File: src/rtl/vis_pkg.sv
package vis_pkg;
  typedef enum logic {
    ST_IDLE = 1'b0,
    ST_RUN  = 1'b1
  } seq_state_e;

  typedef enum int {
    OPND_RD  = 0,
    OPND_RS1 = 1,
    OPND_RS2 = 2
  } opnd_e;

  localparam int NUM_OPND = 3;
endpackage

File: src/rtl/vis_ctrl.sv
module vis_ctrl #(
  parameter int MAX_VL = 64,
  localparam int VL_W  = $clog2(MAX_VL + 1)
) (
  input  logic            clk_i,
  input  logic            rst_ni,
  input  logic            start_i,
  input  logic [VL_W-1:0] vl_i,
  input  logic            elem_act_i,
  input  logic            op_ready_i,
  output logic            run_o,
  output logic            load_o,
  output logic            step_o,
  output logic [VL_W-1:0] idx_o,
  output logic            done_o
);
  import vis_pkg::*;

  localparam logic [VL_W-1:0] VL_MAX_C = VL_W'(MAX_VL);
  localparam logic [VL_W-1:0] ONE_C    = VL_W'(1);

  seq_state_e      state_q;
  logic [VL_W-1:0] vl_q, idx_q, vl_clip;
  logic            last_elem;

  assign vl_clip   = (vl_i > VL_MAX_C) ? VL_MAX_C : vl_i;
  assign run_o     = (state_q == ST_RUN);
  assign load_o    = start_i && (state_q == ST_IDLE);
  // masked element advances without waiting for ready
  assign step_o    = run_o && (!elem_act_i || op_ready_i);
  assign last_elem = (idx_q == vl_q - ONE_C);
  assign idx_o     = idx_q;

  always_ff @(posedge clk_i or negedge rst_ni) begin
    if (!rst_ni) begin
      state_q <= ST_IDLE;
      vl_q    <= '0;
      idx_q   <= '0;
      done_o  <= 1'b0;
    end else begin
      done_o <= 1'b0;
      if (load_o) begin
        idx_q <= '0;
        vl_q  <= vl_clip;
        if (vl_clip == '0) done_o  <= 1'b1;
        else               state_q <= ST_RUN;
      end else if (step_o) begin
        if (last_elem) begin
          state_q <= ST_IDLE;
          done_o  <= 1'b1;
        end else begin
          idx_q <= idx_q + ONE_C;
        end
      end
    end
  end

  assert_done_pulse_R8: assert property (@(posedge clk_i) disable iff (!rst_ni)
    done_o |=> !done_o);
  assert_idx_in_range_R2: assert property (@(posedge clk_i) disable iff (!rst_ni)
    run_o |-> (idx_q < vl_q) && (vl_q <= VL_MAX_C));
  assert_hold_no_step_R7: assert property (@(posedge clk_i) disable iff (!rst_ni)
    (run_o && !step_o) |=> run_o && $stable(idx_q));
  assert_vl_zero_R9: assert property (@(posedge clk_i) disable iff (!rst_ni)
    (load_o && vl_clip == '0) |=> done_o && !run_o);
  assert_busy_ignore_R10: assert property (@(posedge clk_i) disable iff (!rst_ni)
    (run_o && start_i) |=> $stable(vl_q));
  assert_first_idx_R1: assert property (@(posedge clk_i) disable iff (!rst_ni)
    (load_o && vl_clip != '0) |=> run_o && idx_q == '0);
endmodule

File: src/rtl/vis_pred.sv
module vis_pred #(
  parameter int MAX_VL = 64,
  localparam int IDX_W = $clog2(MAX_VL)
) (
  input  logic              clk_i,
  input  logic              rst_ni,
  input  logic              load_i,
  input  logic              pred_en_i,
  input  logic [MAX_VL-1:0] mask_i,
  input  logic [IDX_W-1:0]  idx_i,
  output logic              elem_act_o
);
  logic [MAX_VL-1:0] mask_q;

  // disabled predicate loads as all ones
  always_ff @(posedge clk_i or negedge rst_ni) begin
    if (!rst_ni)     mask_q <= '0;
    else if (load_i) mask_q <= pred_en_i ? mask_i : '1;
  end

  assign elem_act_o = mask_q[idx_i];

  assert_mask_all_ones_R3: assert property (@(posedge clk_i) disable iff (!rst_ni)
    (load_i && !pred_en_i) |=> elem_act_o);
endmodule

File: src/rtl/vis_opnd.sv
module vis_opnd #(
  parameter int REG_W  = 7,
  parameter int MAX_VL = 64,
  localparam int VL_W  = $clog2(MAX_VL + 1)
) (
  input  logic             clk_i,
  input  logic             rst_ni,
  input  logic             load_i,
  input  logic             step_i,
  input  logic             run_i,
  input  logic [VL_W-1:0]  idx_i,
  input  logic [REG_W-1:0] base_i,
  input  logic             vec_i,
  output logic [REG_W-1:0] reg_o
);
  localparam int SUM_W = REG_W + VL_W;

  logic [REG_W-1:0] base_q;
  logic             vec_q;
  logic [VL_W-1:0]  off_q;
  logic [SUM_W-1:0] sum;

  always_ff @(posedge clk_i or negedge rst_ni) begin
    if (!rst_ni) begin
      base_q <= '0;
      vec_q  <= 1'b0;
      off_q  <= '0;
    end else if (load_i) begin
      base_q <= base_i;
      vec_q  <= vec_i;
      off_q  <= '0;
    end else if (step_i && vec_q) begin
      off_q <= off_q + VL_W'(1);
    end
  end

  assign sum   = {{VL_W{1'b0}}, base_q} + {{REG_W{1'b0}}, off_q};
  assign reg_o = sum[REG_W-1:0];

  // offset tracks the element counter for tagged operands, also across masked steps
  assert_off_tracks_idx_R5: assert property (@(posedge clk_i) disable iff (!rst_ni)
    (run_i && vec_q) |-> off_q == idx_i);
  assert_scalar_fixed_R4: assert property (@(posedge clk_i) disable iff (!rst_ni)
    !vec_q |-> off_q == '0);
endmodule

File: src/rtl/vec_issue_seq.sv
module vec_issue_seq #(
  parameter int REG_W  = 7,
  parameter int MAX_VL = 64,
  localparam int VL_W  = $clog2(MAX_VL + 1),
  localparam int IDX_W = $clog2(MAX_VL)
) (
  input  logic              clk_i,
  input  logic              rst_ni,
  input  logic              start_i,
  input  logic [REG_W-1:0]  rd_i,
  input  logic [REG_W-1:0]  rs1_i,
  input  logic [REG_W-1:0]  rs2_i,
  input  logic              rd_vec_i,
  input  logic              rs1_vec_i,
  input  logic              rs2_vec_i,
  input  logic [VL_W-1:0]   vl_i,
  input  logic              pred_en_i,
  input  logic [MAX_VL-1:0] pred_mask_i,
  output logic              op_valid_o,
  input  logic              op_ready_i,
  output logic [IDX_W-1:0]  op_idx_o,
  output logic [REG_W-1:0]  op_rd_o,
  output logic [REG_W-1:0]  op_rs1_o,
  output logic [REG_W-1:0]  op_rs2_o,
  output logic              stall_o,
  output logic              done_o
);
  import vis_pkg::*;

  logic                 run, load, step, elem_act;
  logic [VL_W-1:0]      idx;
  logic [REG_W-1:0]     base [NUM_OPND];
  logic                 vec  [NUM_OPND];
  logic [REG_W-1:0]     regn [NUM_OPND];

  assign base[OPND_RD]  = rd_i;
  assign base[OPND_RS1] = rs1_i;
  assign base[OPND_RS2] = rs2_i;
  assign vec[OPND_RD]   = rd_vec_i;
  assign vec[OPND_RS1]  = rs1_vec_i;
  assign vec[OPND_RS2]  = rs2_vec_i;

  vis_ctrl #(.MAX_VL(MAX_VL)) u_ctrl (
    .clk_i      (clk_i),
    .rst_ni     (rst_ni),
    .start_i    (start_i),
    .vl_i       (vl_i),
    .elem_act_i (elem_act),
    .op_ready_i (op_ready_i),
    .run_o      (run),
    .load_o     (load),
    .step_o     (step),
    .idx_o      (idx),
    .done_o     (done_o)
  );

  vis_pred #(.MAX_VL(MAX_VL)) u_pred (
    .clk_i      (clk_i),
    .rst_ni     (rst_ni),
    .load_i     (load),
    .pred_en_i  (pred_en_i),
    .mask_i     (pred_mask_i),
    .idx_i      (idx[IDX_W-1:0]),
    .elem_act_o (elem_act)
  );

  for (genvar g = 0; g < NUM_OPND; g++) begin : g_opnd
    vis_opnd #(.REG_W(REG_W), .MAX_VL(MAX_VL)) u_opnd (
      .clk_i  (clk_i),
      .rst_ni (rst_ni),
      .load_i (load),
      .step_i (step),
      .run_i  (run),
      .idx_i  (idx),
      .base_i (base[g]),
      .vec_i  (vec[g]),
      .reg_o  (regn[g])
    );
  end

  assign op_valid_o = run && elem_act;
  assign op_idx_o   = idx[IDX_W-1:0];
  assign op_rd_o    = regn[OPND_RD];
  assign op_rs1_o   = regn[OPND_RS1];
  assign op_rs2_o   = regn[OPND_RS2];
  assign stall_o    = run;

  assert_valid_under_stall_R6: assert property (@(posedge clk_i) disable iff (!rst_ni)
    op_valid_o |-> stall_o);
  assert_done_releases_R6: assert property (@(posedge clk_i) disable iff (!rst_ni)
    done_o |-> !stall_o && !op_valid_o);
  assert_offer_held_R7: assert property (@(posedge clk_i) disable iff (!rst_ni)
    (op_valid_o && !op_ready_i) |=> op_valid_o && $stable(op_idx_o) && $stable(op_rd_o)
      && $stable(op_rs1_o) && $stable(op_rs2_o));
endmodule

File: config.mk
export PLATFORM = sky130hd
export DESIGN_NAME = vec_issue_seq
export DESIGN_NICKNAME = d
export VERILOG_FILES = /design/src/rtl/vis_pkg.sv /design/src/rtl/vis_ctrl.sv /design/src/rtl/vis_pred.sv /design/src/rtl/vis_opnd.sv /design/src/rtl/vec_issue_seq.sv
export SDC_FILE = /design/constraint.sdc
export NUM_CORES = 1
export LEC_CHECK = 0
export BUFFER_PORTS_ARGS = -buffer_cell sky130_fd_sc_hd__buf_4
export CORE_MARGIN = 4
export CORE_UTILIZATION = 40
export DETAILED_ROUTE_END_ITERATION = 7
export PLACE_DENSITY = 0.7
export SLEW_MARGIN = 25
export SYNTH_ARGS = -nofsm -noshare
export SYNTH_HDL_FRONTEND = slang
export SYNTH_SLANG_ARGS = --single-unit
File: constraint.sdc
create_clock -name clk_i -period 3.6 [get_ports clk_i]
set_input_delay 0.36 -clock clk_i [delete_from_list [all_inputs] [get_ports clk_i]]
set_output_delay 0.36 -clock clk_i [all_outputs]
set_load 0.005 [all_outputs]
# Word-level counts from Yosys, hierarchy flattened
# Cells that the tools add are included.
[word_totals]
ff_bits = 125
input_bits = 100
output_inout_bits = 30
wordCells = 65
[op_classes]
addsub = 8
order_cmp = 2
eq_ne = 3
n_mux = 21
n_bitwise = 1
n_reduce_logical = 16
[op_table]
columns = ["cell", "n"]
rows = [
  ["$mux W7", 10],
  ["$mux W64", 1],
  ["$add A7 B1 Y7 const B", 4],
  ["$add A7 B7 Y7", 3],
  ["$reduce_bool A2 Y1", 5],
  ["$mux W1", 9],
  ["$eq A7 B7 Y1", 1],
  ["$gt A7 B7 Y1 const B", 1],
  ["$logic_not A7 Y1", 1],
  ["$lt A6 B7 Y1 const B", 1],
  ["$sub A7 B1 Y7 const B", 1],
  ["$bmux W1 S6", 1],
  ["$logic_and A1 B1 Y1", 6],
  ["$reduce_and A3 Y1", 1],
  ["$ne A2 B1 Y1 const B", 1],
  ["$ne A2 B2 Y1 const B", 1],
  ["$reduce_and A2 Y1", 1],
  ["$logic_not A1 Y1", 1],
  ["$logic_or A1 B1 Y1", 1],
  ["$not A1 Y1", 1],
]

# Longest topological paths before layout
[depth]
depth_word = 8
ltp_mapped = 12
depth_no_buf = 9

# Cells and area by module
# From an unflattened synthesis, not the netlist that was laid out.
[hier_totals]
cells_unflattened = 700
hier_area_um2 = 6810.3
[by_module_without_submodules]
columns = ["module", "instances", "cells_each", "area_per_inst_um2", "seq_area_each_um2"]
rows = [
  ["vis_pred", 1, 338, 3160.5, 1601.5],
  ["vis_opnd (g_opnd[1].u_opnd ...)", 2, 83, 884.6, 375.4],
  ["vis_ctrl", 1, 109, 985.9, 400.4],
  ["vis_opnd (g_opnd[0].u_opnd)", 1, 86, 888.4, 375.4],
  ["vec_issue_seq", 1, 1, 6.3, 0.0],
]

# Least setup slack after synthesis
# Ideal clock, no wire load.
[synth_path]
path_type = "register to output"
startpoint = "register u_ctrl.idx_q[0] (netlist: u_ctrl.idx_o[0])"
endpoint = "output op_valid_o"
arrival_time_ps = 2113
required_ps = 3240
slack_ps = 1127
path_stages_with_launch = 9
n_path_buf = 3
path_cell_list = "dfrtp_1 -> buf_6 -> buf_12 -> buf_6 -> mux2i_1 -> a22o_1 -> o21ai_1 -> or4b_2 -> a21oi_1"
[synth_between]
elab_chain_cells = 3
[synth_rtl]
columns = ["item", "line_no", "rtl"]
rows = [
  ["start, declared", "vis_ctrl.sv:23", "logic [VL_W-1:0] vl_q, idx_q, vl_clip;"],
  ["start signal, assigned", "vis_ctrl.sv:52", "idx_q <= idx_q + ONE_C;"],
  ["$bmux W1 S6", "vis_pred.sv:21", "assign elem_act_o = mask_q[idx_i];"],
  ["$mux W1 (implied by the code)", "vis_pred.sv:21", ""],
  ["$logic_and A1 B1 Y1", "vec_issue_seq.sv:81", "assign op_valid_o = run && elem_act;"],
  ["end, declared", "vec_issue_seq.sv:19", "output logic op_valid_o,"],
]
# Every way passes these cells. The select of a mux whose other input is x is not followed.

# Final worst setup path
[layout_path]
startpoint = "register u_ctrl.idx_q[2] (netlist: u_ctrl.idx_o[2])"
endpoint = "output op_valid_o"
# Same word-level chain as after synthesis.

==> results_dict.tcl <==
set metrics [dict create \
    status "finished clean" \
    cts_made_buffers 17 \
    cts.reportedPaths.clkPinSlew_ns 0.06 \
    synthSimpleGateAreaFrac 0.1682 \
    min_path_type "input port to asynchronous set/reset pin" \
    cpMostUsedCell "buf_4" \
    n_antenna_cell 0 \
    die_h_um 140.9 \
    clk_latency_ns 0.42 \
    ys_seq_area_frac 0.4426 \
    grt_max_degree 92 \
    clkPwrFrac 0.199 \
    drive_gt1_frac 0.2227 \
    hold_buffers 0 \
    synthArstFlopShare 1.000 \
    worst_slew_pin_slew_ns 0.9203 \
    cp.required_ns 3.24 \
    grt_pass1_wl_mm 29.64 \
    total_power_mw 8.009 \
    clock_skew_ns 0.01040 \
    port_buffers 129 \
    seq_power_share 0.330 \
    crit_chain "buf_4 > nand2b_1 > o22ai_1 > o21ai_1 > or4b_2 > a21oi_1 > buf_4" \
    worst_setup_path_end_kind "output port" \
    grt_pass1_vias 6019 \
    syn_area_per_cell_um2 9.215 \
    slew_viol_final 0 \
    num_vias 5781 \
    wire_per_inst_um 15.86 \
    reg2reg_depth 8 \
    antenna_found_initial 0 \
    intPower_mw 4.918 \
    synth_top_family_by_area "simple AND/OR/NAND/NOR gates" \
    r2r_slack_ns 0.73 \
    track_usage 0.1857 \
    ys_seq_elements 125 \
    htreeDepth 4 \
    fin_crit_sh 0.8995 \
    rsz0062_at_grt "no" \
    cts_buffer_depth 2 \
    fillerInstances 1631 \
    criticalPathCategory "register to output port" \
    final_cell_mix "buf_4 (137), dfrtp_1 (125), nand2_1 (106)" \
    timing_hold_violations_final 0 \
    max_stage_delay_ns 0.69 \
    syn-num-nets 893 \
    yosysWarnings 0 \
    synthXorXnorAreaFrac 0.04213 \
    cts_tree "done" \
    r2r_end "u_ctrl.idx_o[3]" \
    critPathBufInv 2 \
    setup_viol 0 \
    hpwl_mm 12.43 \
    drt_iter0_markers 372 \
    antenna_left 0 \
    num-nets-final 995 \
    postSynthCellCount 767 \
    die_w_um 140.9 \
    gp_congestion 0.7771 \
    cts_resized 0 \
    dr.pass1.iters 8 \
    max_freq_ghz 0.3088 \
    finalSetupTns_ns 0 \
    cts_setup_buffers 0 \
    p_sw_mw 3.091 \
    synth_edf_count 0 \
    cts_root_buf "clkbuf_16" \
    start_util 0.4086 \
    critPathLaunchType "register" \
    fp.dieArea_um2 19860 \
    synth_area_um2 7068 \
    final_common_cell "buf_4" \
    vdd.ir_drop.worst_mv 0.5491 \
    synthAdderAreaFrac 0.04921 \
    synth_compound_area_frac 0.1494 \
    coreArea_um2 17300 \
    maxSlewHeadroom 0.3865 \
    routed_via_density 5.232 \
    crit_arrival_ns 2.88 \
    r2r-start "u_ctrl.idx_o[0]" \
    power_density_nw_per_um2 924.0 \
    synth_cell_types 63 \
    p_comb_frac 0.471 \
    crit_fanout 15 \
    drc 0 \
    switching_share 0.3860 \
    drv_cap 0 \
    crit_path_top_delay_cell "dfrtp_1" \
    io_pins 130 \
    drt_wl_total_mm 17.52 \
    finalCriticalPeriod_ns 3.238 \
    clock-sinks 125 \
    synthFlopType "dfrtp_1" \
    rows 48 \
    grt_overflow 0 \
    muxShareOfSynthArea 0.06072 \
    area_delta_synth_final_pct 22.64 \
    power_leakage_nw 4.188 \
    cp_top_family "simple AND/OR/NAND/NOR gates" \
]
## cell type report
type | count | area [µm²] | area share
clock buffers | 19 | 452.9 | 0.05225
clock inverters | 11 | 96.34 | 0.01111
inverters | 89 | 334.1 | 0.03854
multi-input cells | 498 | 3327 | 0.3838
flip-flops and latches | 125 | 3128 | 0.3609
well taps | 225 | 281.5 | 0.03248
repair buffers | 138 | 1049 | 0.1210
## power groups by stage
stage / registers [mW] / clock network (mW) / logic (mW)
after global routing: 2.74 / 1.69 / 4.27
after CTS: 2.65 / 1.63 / 3.83
final: 2.65 / 1.59 / 3.77
after floorplan: 2.40 / 0 / 2.85
after global placement: 2.65 / 0 / 3.69
after detailed placement: 2.66 / 0 / 3.80
## Yosys cell counts, types with 5 or more instances
master | number | area (µm²)
o211ai_1 | 8 | 60.06
nand2b_1 | 7 | 43.79
mux2i_1 | 8 | 80.08
nand2_1 | 106 | 397.9
nand3b_1 | 6 | 45.04
inv_1 | 89 | 334.1
nor2b_1 | 5 | 31.28
o21ai_0 | 12 | 60.06
buf_4 | 6 | 45.04
xor2_1 | 14 | 122.6
nand3_1 | 25 | 125.1
and3_1 | 5 | 31.28
a21oi_1 | 18 | 90.09
buf_2 | 6 | 30.03
xnor2_1 | 20 | 175.2
dfrtp_1 | 125 | 3128
nor2_1 | 75 | 281.5
a21o_1 | 7 | 52.55
mux4_2 | 13 | 292.8
a31oi_1 | 68 | 425.4
clkbuf_1 | 34 | 127.6
ha_1 | 23 | 287.8
o311ai_1 | 9 | 78.83
nand4_1 | 6 | 37.54
o21bai_1 | 6 | 45.04
## routing by layer
| metal | vias up | global-route usage | part of all wire |
|---|---|---|---|
| li1 | 2836 | - | - |
| met1 | 2733 | 0.2361 | 0.42 |
| met2 | 192 | 0.3100 | 0.50 |
| met3 | 20 | 0.04512 | 0.066 |
| met4 | 0 | 0.06527 | 0.013 |
| met5 | - | 0 | 0 |
## worst max-delay path by stage
stage	depth (start not counted)	endpoint	startpoint
5_1_grt	7	op_valid_o	u_ctrl.idx_o[2]
3_5_place_dp	8	u_ctrl.idx_o[3]	u_ctrl.idx_o[0]
3_3_place_gp	8	u_ctrl.idx_o[3]	u_ctrl.idx_o[0]
2_1_floorplan	8	op_valid_o	u_ctrl.idx_o[0]
6_report	7	op_valid_o	u_ctrl.idx_o[2]
4_1_cts	7	op_valid_o	u_ctrl.idx_o[2]
## state kept, by name, indices dropped and copies added, names as in the netlist
| name | flops |
|---|---|
| g_opnd.u_opnd.off_q | 21 |
| u_ctrl.run_o | 1 |
| g_opnd.u_opnd.base_q | 21 |
| u_pred.mask_q | 64 |
| g_opnd.u_opnd.vec_q | 3 |
| u_ctrl.vl_q | 7 |
| u_ctrl.done_o | 1 |
| u_ctrl.idx_o | 7 |
## kinds of logic (layout without fill, tap and decap cells)
logic type,Yosys count,count (layout)
flops,125,125
simple gates,257,257
xor+xnor,34,34
compound gates,155,155
buf+inv,144,257
fa+ha+maj,26,26
mux,26,26
## through the flow
| stage | hold WS, ns | util | setup slack (ns) | cell area (µm²) | cells |
|---|---|---|---|---|---|
| floorplan | 0.06441 | - | 1.127 | 7068 | 767 |
| global placement | 0.4635 | 0.4694 | 0.8310 | 8119 | 1075 |
| detailed placement | 0.4671 | 0.4694 | 0.7171 | 8119 | 1075 |
| CTS | 0.1024 | 0.5012 | 0.3248 | 8668 | 1105 |
| global route | 0.1165 | 0.5012 | 0.2110 | 8668 | 1105 |
| finish | 0.08113 | 0.5012 | 0.3620 | 8668 | 1105 |
## worst register-to-register path: cells and delay by family (launching register included)
family / cells / cell delay (ns)
buffers and inverters: 1 / 0.37
flip-flops: 1 / 0.32
multiplexers: 2 / 0.86
AND/OR/NAND/NOR: 5 / 1.25
(Power assumes the default switching activity.)
